[src/rtl/cal_seq_pkg.sv]
package cal_seq_pkg;
    typedef enum logic [1:0] {
        ST_PWRUP = 2'd0,
        ST_IDLE  = 2'd1,
        ST_BUSY  = 2'd2
    } seq_state_e;
endpackage

[src/rtl/cal_req_qualifier.sv]
// Detects a low run of QUAL_CYCLES samples followed by a high run of
// QUAL_CYCLES samples. Cleared whenever en_i is low. QUAL_CYCLES >= 2.
module cal_req_qualifier #(
    parameter int QUAL_CYCLES = 80
) (
    input  logic clk,
    input  logic rst_n,
    input  logic en_i,
    input  logic req_i,
    output logic fire_o
);
    localparam int CW = $clog2(QUAL_CYCLES + 1);
    localparam logic [CW-1:0] QMAX = CW'(QUAL_CYCLES);
    localparam logic [CW-1:0] QLAST = CW'(QUAL_CYCLES - 1);

    typedef struct packed {
        logic          hi_phase;
        logic [CW-1:0] lo_cnt;
        logic [CW-1:0] hi_cnt;
    } qual_t;

    qual_t q_q, q_d;
    logic  fire_d;

    always_comb begin
        q_d    = q_q;
        fire_d = 1'b0;
        if (!en_i) begin
            q_d = '0;
        end else if (!q_q.hi_phase) begin
            if (!req_i) begin
                if (q_q.lo_cnt < QMAX) q_d.lo_cnt = q_q.lo_cnt + 1'b1;
            end else if (q_q.lo_cnt == QMAX) begin
                q_d.hi_phase = 1'b1;
                q_d.hi_cnt   = CW'(1);
            end else begin
                q_d.lo_cnt = '0;
            end
        end else begin
            if (req_i) begin
                if (q_q.hi_cnt == QLAST) begin
                    fire_d = 1'b1;
                    q_d    = '0;
                end else begin
                    q_d.hi_cnt = q_q.hi_cnt + 1'b1;
                end
            end else begin
                // short high run: restart, this low sample counts as the first
                q_d.hi_phase = 1'b0;
                q_d.hi_cnt   = '0;
                q_d.lo_cnt   = CW'(1);
            end
        end
    end

    always_ff @(posedge clk or negedge rst_n) begin
        if (!rst_n) q_q <= '0;
        else        q_q <= q_d;
    end

    assign fire_o = fire_d;
endmodule

[src/rtl/cal_pu_timer.sv]
// Counts cycles after power-up while run_i is high; expired_o marks the
// cycle whose following edge is the selected delay.
module cal_pu_timer #(
    parameter int SHORT_DLY = 65536,
    parameter int LONG_DLY  = 16777216
) (
    input  logic clk,
    input  logic rst_n,
    input  logic run_i,
    input  logic long_i,
    output logic expired_o
);
    localparam int TW = $clog2(LONG_DLY + 1);
    localparam logic [TW-1:0] SHORT_LAST = TW'(SHORT_DLY - 1);
    localparam logic [TW-1:0] LONG_LAST  = TW'(LONG_DLY - 1);

    logic [TW-1:0] cnt_q, cnt_d;
    logic [TW-1:0] last_d;

    always_comb begin
        last_d    = long_i ? LONG_LAST : SHORT_LAST;
        expired_o = (cnt_q >= last_d);
        cnt_d     = cnt_q;
        if (run_i && !expired_o) cnt_d = cnt_q + 1'b1;
    end

    always_ff @(posedge clk or negedge rst_n) begin
        if (!rst_n) cnt_q <= '0;
        else        cnt_q <= cnt_d;
    end
endmodule

[src/rtl/cal_sequencer.sv]
module cal_sequencer
    import cal_seq_pkg::*;
#(
    parameter int QUAL_CYCLES = 80,
    parameter int SHORT_DLY   = 65536,
    parameter int LONG_DLY    = 16777216
) (
    input  logic clk,
    input  logic rst_n,
    input  logic cal_req_i,
    input  logic dly_sel_i,
    input  logic ext_ctrl_i,
    input  logic pwr_dn_i,
    input  logic cal_done_i,
    output logic cal_start_o,
    output logic cal_busy_o
);
    typedef struct packed {
        seq_state_e state;
        logic       start;
    } seq_t;

    seq_t seq_q, seq_d;
    logic pu_run, pu_long, pu_expired;
    logic qual_en, qual_fire;

    assign pu_run  = (seq_q.state == ST_PWRUP) && !pwr_dn_i;
    assign pu_long = dly_sel_i && !ext_ctrl_i;
    assign qual_en = (seq_q.state == ST_IDLE) && !pwr_dn_i;

    cal_pu_timer #(
        .SHORT_DLY (SHORT_DLY),
        .LONG_DLY  (LONG_DLY)
    ) u_timer (
        .clk       (clk),
        .rst_n     (rst_n),
        .run_i     (pu_run),
        .long_i    (pu_long),
        .expired_o (pu_expired)
    );

    cal_req_qualifier #(
        .QUAL_CYCLES (QUAL_CYCLES)
    ) u_qual (
        .clk    (clk),
        .rst_n  (rst_n),
        .en_i   (qual_en),
        .req_i  (cal_req_i),
        .fire_o (qual_fire)
    );

    always_comb begin
        seq_d       = seq_q;
        seq_d.start = 1'b0;
        if (pwr_dn_i) begin
            seq_d.state = ST_IDLE;
        end else begin
            unique case (seq_q.state)
                ST_PWRUP: if (pu_expired) begin
                    seq_d.state = ST_BUSY;
                    seq_d.start = 1'b1;
                end
                ST_IDLE: if (qual_fire) begin
                    seq_d.state = ST_BUSY;
                    seq_d.start = 1'b1;
                end
                ST_BUSY: if (cal_done_i) seq_d.state = ST_IDLE;
                default: seq_d.state = ST_IDLE;
            endcase
        end
    end

    always_ff @(posedge clk or negedge rst_n) begin
        if (!rst_n) begin
            seq_q.state <= ST_PWRUP;
            seq_q.start <= 1'b0;
        end else begin
            seq_q <= seq_d;
        end
    end

    assign cal_start_o = seq_q.start;
    assign cal_busy_o  = (seq_q.state == ST_BUSY);
endmodule

[config.mk]
export PLATFORM = sky130hd
export DESIGN_NAME = cal_sequencer
export DESIGN_NICKNAME = d
export VERILOG_FILES = /design/src/rtl/cal_seq_pkg.sv /design/src/rtl/cal_req_qualifier.sv /design/src/rtl/cal_pu_timer.sv /design/src/rtl/cal_sequencer.sv
export SDC_FILE = /design/constraint.sdc
export NUM_CORES = 1
export LEC_CHECK = 0
export BUFFER_PORTS_ARGS = -buffer_cell sky130_fd_sc_hd__buf_4
export CORE_MARGIN = 3
export CORE_UTILIZATION = 34
export DETAILED_ROUTE_END_ITERATION = 6
export GPL_TIMING_DRIVEN = 0
export SLEW_MARGIN = 20
export SYNTH_ARGS = -nofsm -noshare
export SYNTH_HDL_FRONTEND = slang
export SYNTH_SLANG_ARGS = --single-unit
export TNS_END_PERCENT = 1
[constraint.sdc]
create_clock -name clk -period 4.6 [get_ports clk]
set_input_delay 0.92 -clock clk [delete_from_list [all_inputs] [get_ports clk]]
set_output_delay 0.92 -clock clk [all_outputs]
set_load 0.02 [all_outputs]
## Word-level counts from Yosys, hierarchy flattened

Index checks and enable logic that the tools add are counted.

- Register bits after elaboration: 43
- Bits in latches: 0
- Memory bits (writable): 0
- Bits in read-only memories: 0
- Input bits: 7
- Word-level logic and storage cells: 58
- Memories kept: 0

- $add $sub $neg: 3
- $mul: 0
- Divide/modulo/power cells: 0
- Order comparisons: 2
- Eq/ne operators: 12
- Shifts and indexed selects: 0
- Multiplexer cells: 24
- Bitwise gates (word level): 0
- Reductions and logical operators: 11

Operator list:

| operator | count |
|---|---|
| 2-to-1 mux 15 bit | 3 |
| 2-to-1 mux 7 bit | 6 |
| adder 25 x 1 -> 25 bit (second input constant) | 1 |
| greater-or-equal comparator 25 bit | 1 |
| 2-to-1 mux 24 bit | 1 |
| != test 3 bit (second input constant) | 5 |
| adder 7 x 1 -> 7 bit (second input constant) | 2 |
| equality test 7 bit (second input constant) | 2 |
| != test 4 bit (second input constant) | 3 |
| 2-to-1 mux 8 bit | 1 |
| less-than comparator 7 bit (second input constant) | 1 |
| 2-to-1 mux 1 bit | 7 |
| 2-to-1 mux 3 bit | 2 |
| one-hot mux 2 bit (3 select lines) | 1 |
| AND reduction 3 bit | 2 |
| logical AND 1 bit | 4 |
| 2-to-1 mux 2 bit | 2 |
| zero test 1 bit | 3 |
| equality test 2 x 1 -> 1 bit (second input constant) | 1 |
| equality test 2 bit (second input constant) | 1 |
| zero test 2 bit | 1 |
| one-hot mux 1 bit (2 select lines) | 1 |
| AND reduction 2 bit | 1 |

## Depth between registers and ports, before layout

Gate-level depths: netlist (run 1).

- Word-level depth: 8
- Mapped depth: 9
- Depth with buffers taken out: 8

## Cells and area by module

A second synthesis (run 1) with hierarchy kept.

- Cells, all modules: 248
- Area total of the unflattened synthesis: 2548.7 µm²

By module, submodules not included:

| module | times used | cells each | area each (µm²) | seq. area each (µm²) |
|---|---|---|---|---|
| cal_pu_timer | 1 | 138 | 1471.4 | 625.6 |
| cal_req_qualifier | 1 | 96 | 922.1 | 375.4 |
| cal_sequencer | 1 | 14 | 155.1 | 75.1 |

## Worst setup path before layout (run 1)

OpenSTA, ideal clock, no wires.

- Path kind: input -> register
- From: input port ext_ctrl_i
- To: register u_timer.cnt_q[3]
- Arrival time: 2.733 ns
- Slack: 1.745 ns
- Stages on the path: 9
- Path buffers: 1
- Cells stage by stage: nand2b_1 ha_1 and4_1 nor4bb_4 and4bb_4 nor4_4 buf_6 nand4_1 xnor2_1

- Longest elaborated chain between the ends: 6

RTL lines:

| what | line | source |
|---|---|---|
| from (decl) | cal_sequencer.sv:12 | `input logic ext_ctrl_i,` |
| zero test 1 bit | cal_sequencer.sv:28 | `assign pu_long = dly_sel_i && !ext_ctrl_i;` |
| logical AND 1 bit | cal_sequencer.sv:28 |  |
| 2-to-1 mux 24 bit | cal_pu_timer.sv:21 | `last_d = long_i ? LONG_LAST : SHORT_LAST;` |
| greater-or-equal comparator 25 bit | cal_pu_timer.sv:22 | `expired_o = (cnt_q >= last_d);` |
| zero test 1 bit | cal_pu_timer.sv:24 | `if (run_i && !expired_o) cnt_d = cnt_q + 1'b1;` |
| logical AND 1 bit | cal_pu_timer.sv:24 |  |
| to (signal assigned) | cal_pu_timer.sv:29 | `else cnt_q <= cnt_d;` |
| to (decl) | cal_pu_timer.sv:17 | `logic [TW-1:0] cnt_q, cnt_d;` |

No other way between the ends.
A chain may end at the register's enable or synchronous reset.

## Worst setup path after layout (run 1)

Ends and elaborated chain as after synthesis.

==> reports/metrics.yaml, run 1 <==
status:
  status: "complete, no violations"
routing:
  ant_nets: 0
  vias_per_cell: 5.209
  drc_errors: 0
  routed_wl_um: 4182
  vias: 1646
  routedWlPerCell_um: 13.23
  drt_iter0_markers: 49
  dr.pass1.iters: 4
synth:
  synth-xor-area-share: 0.09249
  syn_nets: 244
  yosys_register_bits: 43
  netlist_area_um2: 2367
  synth_top_area_share: 0.4545
  ys_seq_area_frac: 0.4545
  synth_cells: 225
  synth_area_leaders: "dfrtp_1, xnor2_1, ha_1, nand3_1, a21oi_1"
  synth.area.mux_share: 0.008985
  synthAdderAreaFrac: 0.06342
  yosys_most_used_dff: "dfrtp_1"
  synth_top_family_by_area: "simple AND/OR/NAND/NOR gates"
  synth-simple-area-share: 0.2632
  synth-async-reset-ratio: 1.000
  syn_avg_cell_area_um2: 10.52
  yosysTopAreaCell: "dfrtp_1"
  synth_warnings: 0
  synth_cell_types: 49
  synth_compound_area_frac: 0.09778
  synth_edf_count: 0
flow_run:
  maxCapViolCount: 0
setup_path:
  worstPathRequired_ns: 4.78
  rrSetupSlack_ns: 2.31
  path_max_fanout: 10
  critPathLaunch: "ext_ctrl_i"
  critPathLaunchType: "primary input"
  crit_arrival_ns: 3.14
  timing.rr.start: "u_timer.cnt_q[20]"
  cp-end-kind: "register"
  path_class: "primary input to register"
  reg2reg_to: "u_timer.cnt_q[3]"
  r2r_cells: 8
global_routing:
  first_global_vias: 1651
  met1_usage: 0.1566
  grt_util_all_layers: 0.1188
  busiest_layer: "met2"
  grt_max_degree: 44
  grt_overflow_total: 0
  gr-usage-met2: 0.1929
  use_met3: 0.02857
  grt_pass1_wl_um: 7486
  antenna_found_initial: 0
finish:
  area_growth_pct: 9.672
  drive_gt1_frac: 0.1423
  final_cells: 316
  fill_cells: 680
  nNetsFinal: 259
  stdcell_area_um2: 2596
  n_antenna_cell: 0
clock_network:
  clk-insertion-delay-late_ns: 0.29
  post_cts_buffers: 0
  cts_resized: 0
  cts.sinks: 43
  htreeDepth: 2
  clkTransAtPathRegs_ns: 0.08
  clk_path_buf_depth: 2
  cts-buffers-inserted: 5
  ctsHoldBuffers: 0
  cts_tree: "yes"
  cts_root_buf: "clkbuf_8"
sta:
  fin_skew_ns: 0.007202
  final.setup.tns_ns: 0
  setup_viol: 0
  finalHoldViolations: 0
  max_freq_mhz: 337.9
  worstMarginPinSlew_ns: 0.5442
  finalCritPeriodShare: 0.6435
  period_needed_ns: 2.960
  setup_slack_ns: 1.640
  rsz0062_at_grt: "no"
  slew_headroom: 0.6372
  drv_slew: 0
power:
  p_seq_frac: 0.598
  peakVddDrop_uv: 122.4
  pwr-share-comb: 0.060
  p_sw_mw: 0.1507
  cellPowerDensity_nw_per_um2: 251.1
  switching_share: 0.2311
  p_clk_frac: 0.342
  internal-power_mw: 0.5014
  power.leakage_nw: 1.165
die:
  die_area_um2: 8000
  die_x_um: 89.44
  start_util: 0.3625
  die_h_um: 89.44
  coreArea_um2: 6531
  io_pins: 9
  num_rows: 29
placement:
  io_buffers: 8
  place_ws_ns: 1.352
  place_congestion: 0.7388
  dpl_cell_area_um2: 2524
  hpwl_um: 2984
  placed_cells: 310
hold_path:
  min_from: "u_timer.cnt_q[4]"
  holdPathEnd: "u_timer.cnt_q[4]"
  hold_path_class: "register to register"
  hold_path_depth: 1
## power groups by stage
stage / Clock [mW] / Sequential [mW] / Combinational [mW]
floorplan: 0 / 0.397 / 0.0232
global placement: 0 / 0.398 / 0.0396
detailed placement: 0 / 0.398 / 0.0402
CTS: 0.231 / 0.390 / 0.0407
global route: 0.245 / 0.391 / 0.0454
finish: 0.223 / 0.390 / 0.0388
## synth_stat cells (all sizes together), types with 3 or more instances
master / count
dfrtp: 43
and3: 9
and4bb: 3
nand4: 9
and4: 3
a21oi: 12
buf: 3
nand3: 17
xnor2: 23
nor2b: 3
or3: 3
nand2b: 3
ha: 12
o21ai: 11
or2: 3
inv: 5
nor2: 15
nand2: 15
nor3: 5
## critical path, stage by stage
cell	delay (ns)
buf_4	0.10
nand2b_1	0.29
ha_1	0.40
and4_1	0.21
a32oi_1	0.16
a21oi_1	0.18
nor4_4	0.42
buf_6	0.19
nand4_1	0.12
xnor2_1	0.15
## worst max-delay path by stage
stage                   endpoint  slack (ns)  cells after the start
5_1_grt        u_timer.cnt_q[10]        1.46                     10
4_1_cts         u_timer.cnt_q[3]        1.62                     10
3_5_place_dp   u_timer.cnt_q[10]        1.35                     10
6_report        u_timer.cnt_q[3]        1.64                     10
2_1_floorplan   u_timer.cnt_q[3]        1.74                      9
3_3_place_gp    u_timer.cnt_q[3]        1.39                     10
## final cells by class
cell class,count,area (um^2),area share
Inverter,5,18.77,0.007229
Clock buffer,6,72.57,0.02795
Sequential cell,43,1076,0.4145
Multi-Input combinational cell,173,1245,0.4795
Timing Repair Buffer,8,60.06,0.02313
Buffer,4,27.53,0.01060
Tap cell,77,96.34,0.03711
## metrics by stage
stage          total power [mW]  hold WS [ns]  utilization
6_report                 0.6520        0.4706       0.3975
2_1_floorplan            0.4198        0.4379            -
3_3_place_gp             0.4372        0.4602       0.3864
4_1_cts                  0.6622        0.4766       0.3975
3_5_place_dp             0.4379        0.4636       0.3864
5_1_grt                  0.6809        0.4967       0.3975
## cells in the final DEF, fill, tap and decap left out, types with 3 or more instances in the layout
master / n
dfrtp_1: 43
xnor2_1: 23
nand3_1: 16
nand2_1: 15
nor2_1: 14
a21oi_1: 12
ha_1: 12
o21ai_0: 11
and3_1: 9
buf_4: 9
nand4_1: 8
inv_1: 5
nor3_1: 5
clkbuf_8: 5
nor2b_1: 3
or3_1: 3
## logic make-up (layout without fill, tap and decap cells)
| group | after synthesis | after routing |
|---|---|---|
| flops | 43 | 43 |
| mux | 2 | 2 |
| compound gates | 37 | 37 |
| buf+inv | 9 | 23 |
| xor+xnor | 25 | 25 |
| fa+ha+maj | 12 | 12 |
| simple gates | 97 | 97 |
## routing by layer
layer  wire length [um]  part of all wire
met4                 63             0.015
met3                128             0.031
met5                  0                 0
met2               1913              0.46
met1               2077              0.50
## registers in the layout, indices dropped and copies added (netlist names)
register,flops
seq_q,2
u_timer.cnt_q,25
u_qual.q_q,15
cal_start_o,1
No activity file was read; power rests on OpenSTA's default activity.
==> inputs of run 2 (changes only) <==
- clock period: 4.6 -> 2.6 ns (I/O delays scaled with it)
==> reports/metrics.yaml, run 2 (synthesis gave the netlist of run 1 again) <==
sta:
  worstMarginPinSlew_ns: 0.5447
  finalHoldViolations: 0
  period_needed_ns: 2.383
  finalCritPeriodShare: 0.9166
  drv_slew: 0
  setup_viol: 0
  max_freq_mhz: 419.6
  fin_skew_ns: 0.007327
  fin_hold_ws_ns: 0.2079
  rsz0062_at_grt: "no"
  slew_headroom: 0.6368
global_routing:
  grt_overflow_total: 0
  antenna_found_initial: 0
  grt_max_degree: 44
  grt_util_all_layers: 0.1188
  grt_pass1_wl_um: 7486
  first_global_vias: 1651
routing:
  drt_iter0_markers: 34
  dr.pass1.iters: 4
  drc_errors: 0
  vias_per_cell: 5.231
  vias: 1653
  ant_nets: 0
  routed_wl_um: 4215
  routedWlPerCell_um: 13.34
clock_network:
  cts.sinks: 43
  clk_path_buf_depth: 2
  clk-insertion-delay-late_ns: 0.29
  htreeDepth: 2
  cts_root_buf: "clkbuf_8"
  clkTransAtPathRegs_ns: 0.08
  cts-buffers-inserted: 5
  cts_tree: "yes"
finish:
  final_common_cell: "dfrtp_1"
  drive_gt1_frac: 0.1506
  final_cell_mix: "dfrtp_1, xnor2_1, nand3_1, nand2_1, nor2_1"
  final_cells: 316
  area_growth_pct: 10.52
  regMostFlops: "u_timer.cnt_q"
  final_util: 0.4006
  nNetsFinal: 259
  largest_register_ffs: 25
  top_regs: "u_timer.cnt_q: 25 flops, u_qual.q_q: 15 flops, seq_q: 2 flops"
  n_antenna_cell: 0
setup_path:
  path_class: "primary input to register"
  worstPathRequired_ns: 2.78
  crit_arrival_ns: 2.56
  path_max_fanout: 10
  rrSetupSlack_ns: 0.31
  critPathLaunchType: "primary input"
  r2r_cells: 8
  cp-end-kind: "register"
placement:
  io_buffers: 8
  placed_cells: 310
  hpwl_um: 2984
  place_congestion: 0.7388
status:
  status: "complete, no violations"
die:
  die_h_um: 89.44
  die_x_um: 89.44
  io_pins: 9
  num_rows: 29
  die_area_um2: 8000
  start_util: 0.3625
  coreArea_um2: 6531
power:
  cellPowerDensity_nw_per_um2: 441.7
  power.leakage_nw: 1.171
  peakVddDrop_uv: 217.2
  power_mw: 1.156
hold_path:
  hold_path_class: "primary input to async pin"
flow_run:
  maxCapViolCount: 0
run 2: cell counts in the layout (fill, tap and decap cells not counted):
Identical to the previous run, type by type.
run 2: critical path, cell delays in order:
cell	delay, ns
buf_4	0.11
nand2b_4	0.19
ha_1	0.30
and4_1	0.21
nor4bb_4	0.17
and4bb_4	0.22
nor4_4	0.39
buf_6	0.19
nand4_1	0.12
xnor2_1	0.15
run 2: per-layer routing:
layer,wire length (um),up-vias,GRT usage
li1,-,843,-
met1,2090,787,0.1566
met2,1907,16,0.1929
met3,153,7,0.02857
met4,63,0,0.03654
met5,0,-,0
run 2: final cells by class:
class	count	area [um^2]
well taps	77	96.34
clock buffers	6	72.57
fillers	678	3915
flip-flops and latches	43	1076
plain buffers	4	27.53
inverters	5	18.77
multi-input cells	173	1265
repair buffers	8	60.06
run 2: final timing paths:
kind / from / end
worst max-delay path: ext_ctrl_i / u_timer.cnt_q[3]
worst min-delay path: rst_n / u_qual.q_q[9]
worst max register to register: u_timer.cnt_q[19] / u_timer.cnt_q[3]
worst min register to register: u_timer.cnt_q[4] / u_timer.cnt_q[4]
max in group asynchronous: rst_n / u_timer.cnt_q[8]
min in group clk: u_timer.cnt_q[4] / u_timer.cnt_q[4]
run 2: power by group:
group | switching, mW | internal [mW] | leakage, nW
Clock | 0.215 | 0.179 | 0.0371
Sequential | 0.0120 | 0.678 | 0.592
Combinational | 0.0403 | 0.0308 | 0.542
run 2: repair_timing:
action / 4_1_cts / 5_1_grt
gates resized for setup: 0 / 3
setup buffers: 0 / 0
endpoints found under the hold margin: 0 / 0
setup endpoints to repair: 0 / 13
hold buffers: 0 / 0
run 2: metrics by stage:
stage | instance area [um^2] | setup WS (ns) | TNS (ns)
after floorplan | 2367 | 0.1447 | 0
after CTS | 2596 | 0.02351 | 0
final | 2616 | 0.2169 | 0
after global placement | 2524 | -0.2132 | -2.404
after detailed placement | 2524 | -0.2483 | -3.510
after global routing | 2616 | 0.1073 | 0
==> inputs of run 3 (changes only) <==
- CORE_UTILIZATION: 34 -> 55
- PLACE_DENSITY: not set -> 0.75
==> reports/metrics.yaml, run 3 (synthesis gave the netlist of run 1 again) <==
die:
  io_pins: 9
  start_util: 0.5793
  die_x_um: 71.61
  num_rows: 23
  die_h_um: 71.61
  coreArea_um2: 4086
  die_area_um2: 5127
finish:
  largest_register_ffs: 25
  regMostFlops: "u_timer.cnt_q"
  final_cells: 291
  fill_cells: 341
  top_regs: "u_timer.cnt_q: 25 flops, u_qual.q_q: 15 flops, seq_q: 2 flops"
  final_common_cell: "dfrtp_1"
  nNetsFinal: 260
  final_cell_mix: "dfrtp_1, xnor2_1, nand3_1, nand2_1, nor2_1"
  drive_gt1_frac: 0.1577
  area_growth_pct: 10.68
  n_antenna_cell: 0
sta:
  finalHoldViolations: 0
  setup_slack_ns: 0.2081
  rsz0062_at_grt: "no"
  drv_slew: 0
  final.setup.tns_ns: 0
  setup_viol: 0
  period_needed_ns: 2.392
  max_freq_mhz: 418.1
  finalCritPeriodShare: 0.9200
  worstMarginPinSlew_ns: 0.5436
  fin_skew_ns: 0.008769
  slew_headroom: 0.6376
setup_path:
  critPathSlowestCell: "nor4_4"
  reg2reg_to: "u_timer.cnt_q[1]"
  critPathLaunchType: "primary input"
  crit_arrival_ns: 2.57
  rrSetupSlack_ns: 0.31
  critPathBufInv: 2
  critPathLaunch: "ext_ctrl_i"
  worstPathRequired_ns: 2.77
  path_common_cell: "buf_4"
  r2r_cells: 7
  slowest_delay_ns: 0.35
  path_max_fanout: 8
  cpLargestDelayFamily: "simple AND/OR/NAND/NOR gates"
  cp-end-kind: "register"
  path_class: "primary input to register"
  timing.rr.start: "u_timer.cnt_q[18]"
  path_cells: "buf_4 -> nand2b_4 -> ha_1 -> and4_1 -> nor4bb_4 -> and4bb_4 -> nor4_4 -> buf_4 -> mux2_2"
clock_network:
  ctsHoldBuffers: 0
  cts-buffers-inserted: 5
  htreeDepth: 2
  cts_tree: "yes"
  clk_path_buf_depth: 2
  clk-insertion-delay-late_ns: 0.29
  clkTransAtPathRegs_ns: 0.08
  cts.sinks: 43
  cts_root_buf: "clkbuf_8"
global_routing:
  grt_overflow_total: 0
  grt_pass1_wl_um: 7541
  first_global_vias: 1701
  grt_max_degree: 44
  antenna_found_initial: 0
  grt_util_all_layers: 0.1858
power:
  power.leakage_nw: 1.190
  peakVddDrop_uv: 391.9
  cellPowerDensity_nw_per_um2: 479.2
routing:
  routedWlPerCell_um: 14.24
  drt_iter0_markers: 63
  vias_per_cell: 5.653
  dr.pass1.iters: 4
  routed_wl_um: 4144
  ant_nets: 0
  drc_errors: 0
  vias: 1645
placement:
  placed_cells: 283
  hpwl_um: 2909
  io_buffers: 8
  place_ws_ns: -0.2388
  place_congestion: 0.7828
hold_path:
  hold_path_class: "primary input to async pin"
flow_run:
  maxCapViolCount: 0
status:
  status: "complete, no violations"
## run 3: cell types whose count changed in the layout (fill, tap and decap cells not counted)
cell,delta
bufinv_16,+1
buf_4,+1
## run 3: worst max-delay path by stage
| stage | to | slack (ns) | depth (start not counted) |
|---|---|---|---|
| 6_report | u_timer.cnt_q[1] | 0.21 | 9 |
| 5_1_grt | u_timer.cnt_q[4] | 0.09 | 10 |
| 4_1_cts | u_timer.cnt_q[3] | 0.08 | 10 |
| 3_5_place_dp | u_timer.cnt_q[9] | -0.24 | 10 |
| 3_3_place_gp | u_timer.cnt_q[3] | -0.21 | 10 |
| 2_1_floorplan | u_timer.cnt_q[3] | 0.14 | 9 |
## run 3: area by class of cell
class | instances | area [um^2] | share of cell area
tap | 50 | 62.56 | 0.02388
inverter | 5 | 18.77 | 0.007163
timing repair buffer | 9 | 67.56 | 0.02579
clock inverter | 1 | 30.03 | 0.01146
buffer | 4 | 27.53 | 0.01051
clock buffer | 6 | 72.57 | 0.02770
multi-input combinational | 173 | 1265 | 0.4828
sequential | 43 | 1076 | 0.4107
## run 3: power by group
group / total (mW) / internal [mW] / switching, mW
clock: 0.490 / 0.281 / 0.209
combinational: 0.0740 / 0.0315 / 0.0425
sequential: 0.691 / 0.678 / 0.0128
## run 3: per-layer routing
layer	track usage	up-vias	wire length (um)
li1	-	842	-
met1	0.2386	773	1959
met2	0.3082	26	2002
met3	0.04769	4	127
met4	0.05846	0	53
met5	0	-	0
## run 3: repair_timing
action	CTS	global route
endpoints found under the setup margin	0	14
gates resized for setup	0	3
buffers inserted	0	1
endpoints found under the hold margin	0	0
## run 3: through the flow
step	power, mW	hold slack, ns	instance area, um^2	util
6_report	1.256	0.1960	2620	0.6412
5_1_grt	1.317	0.2364	2620	0.6412
4_1_cts	1.276	0.2212	2592	0.6344
3_5_place_dp	0.7763	0.4595	2490	0.6093
3_3_place_gp	0.7728	0.4588	2490	0.6093
2_1_floorplan	0.7428	0.2244	2367	-
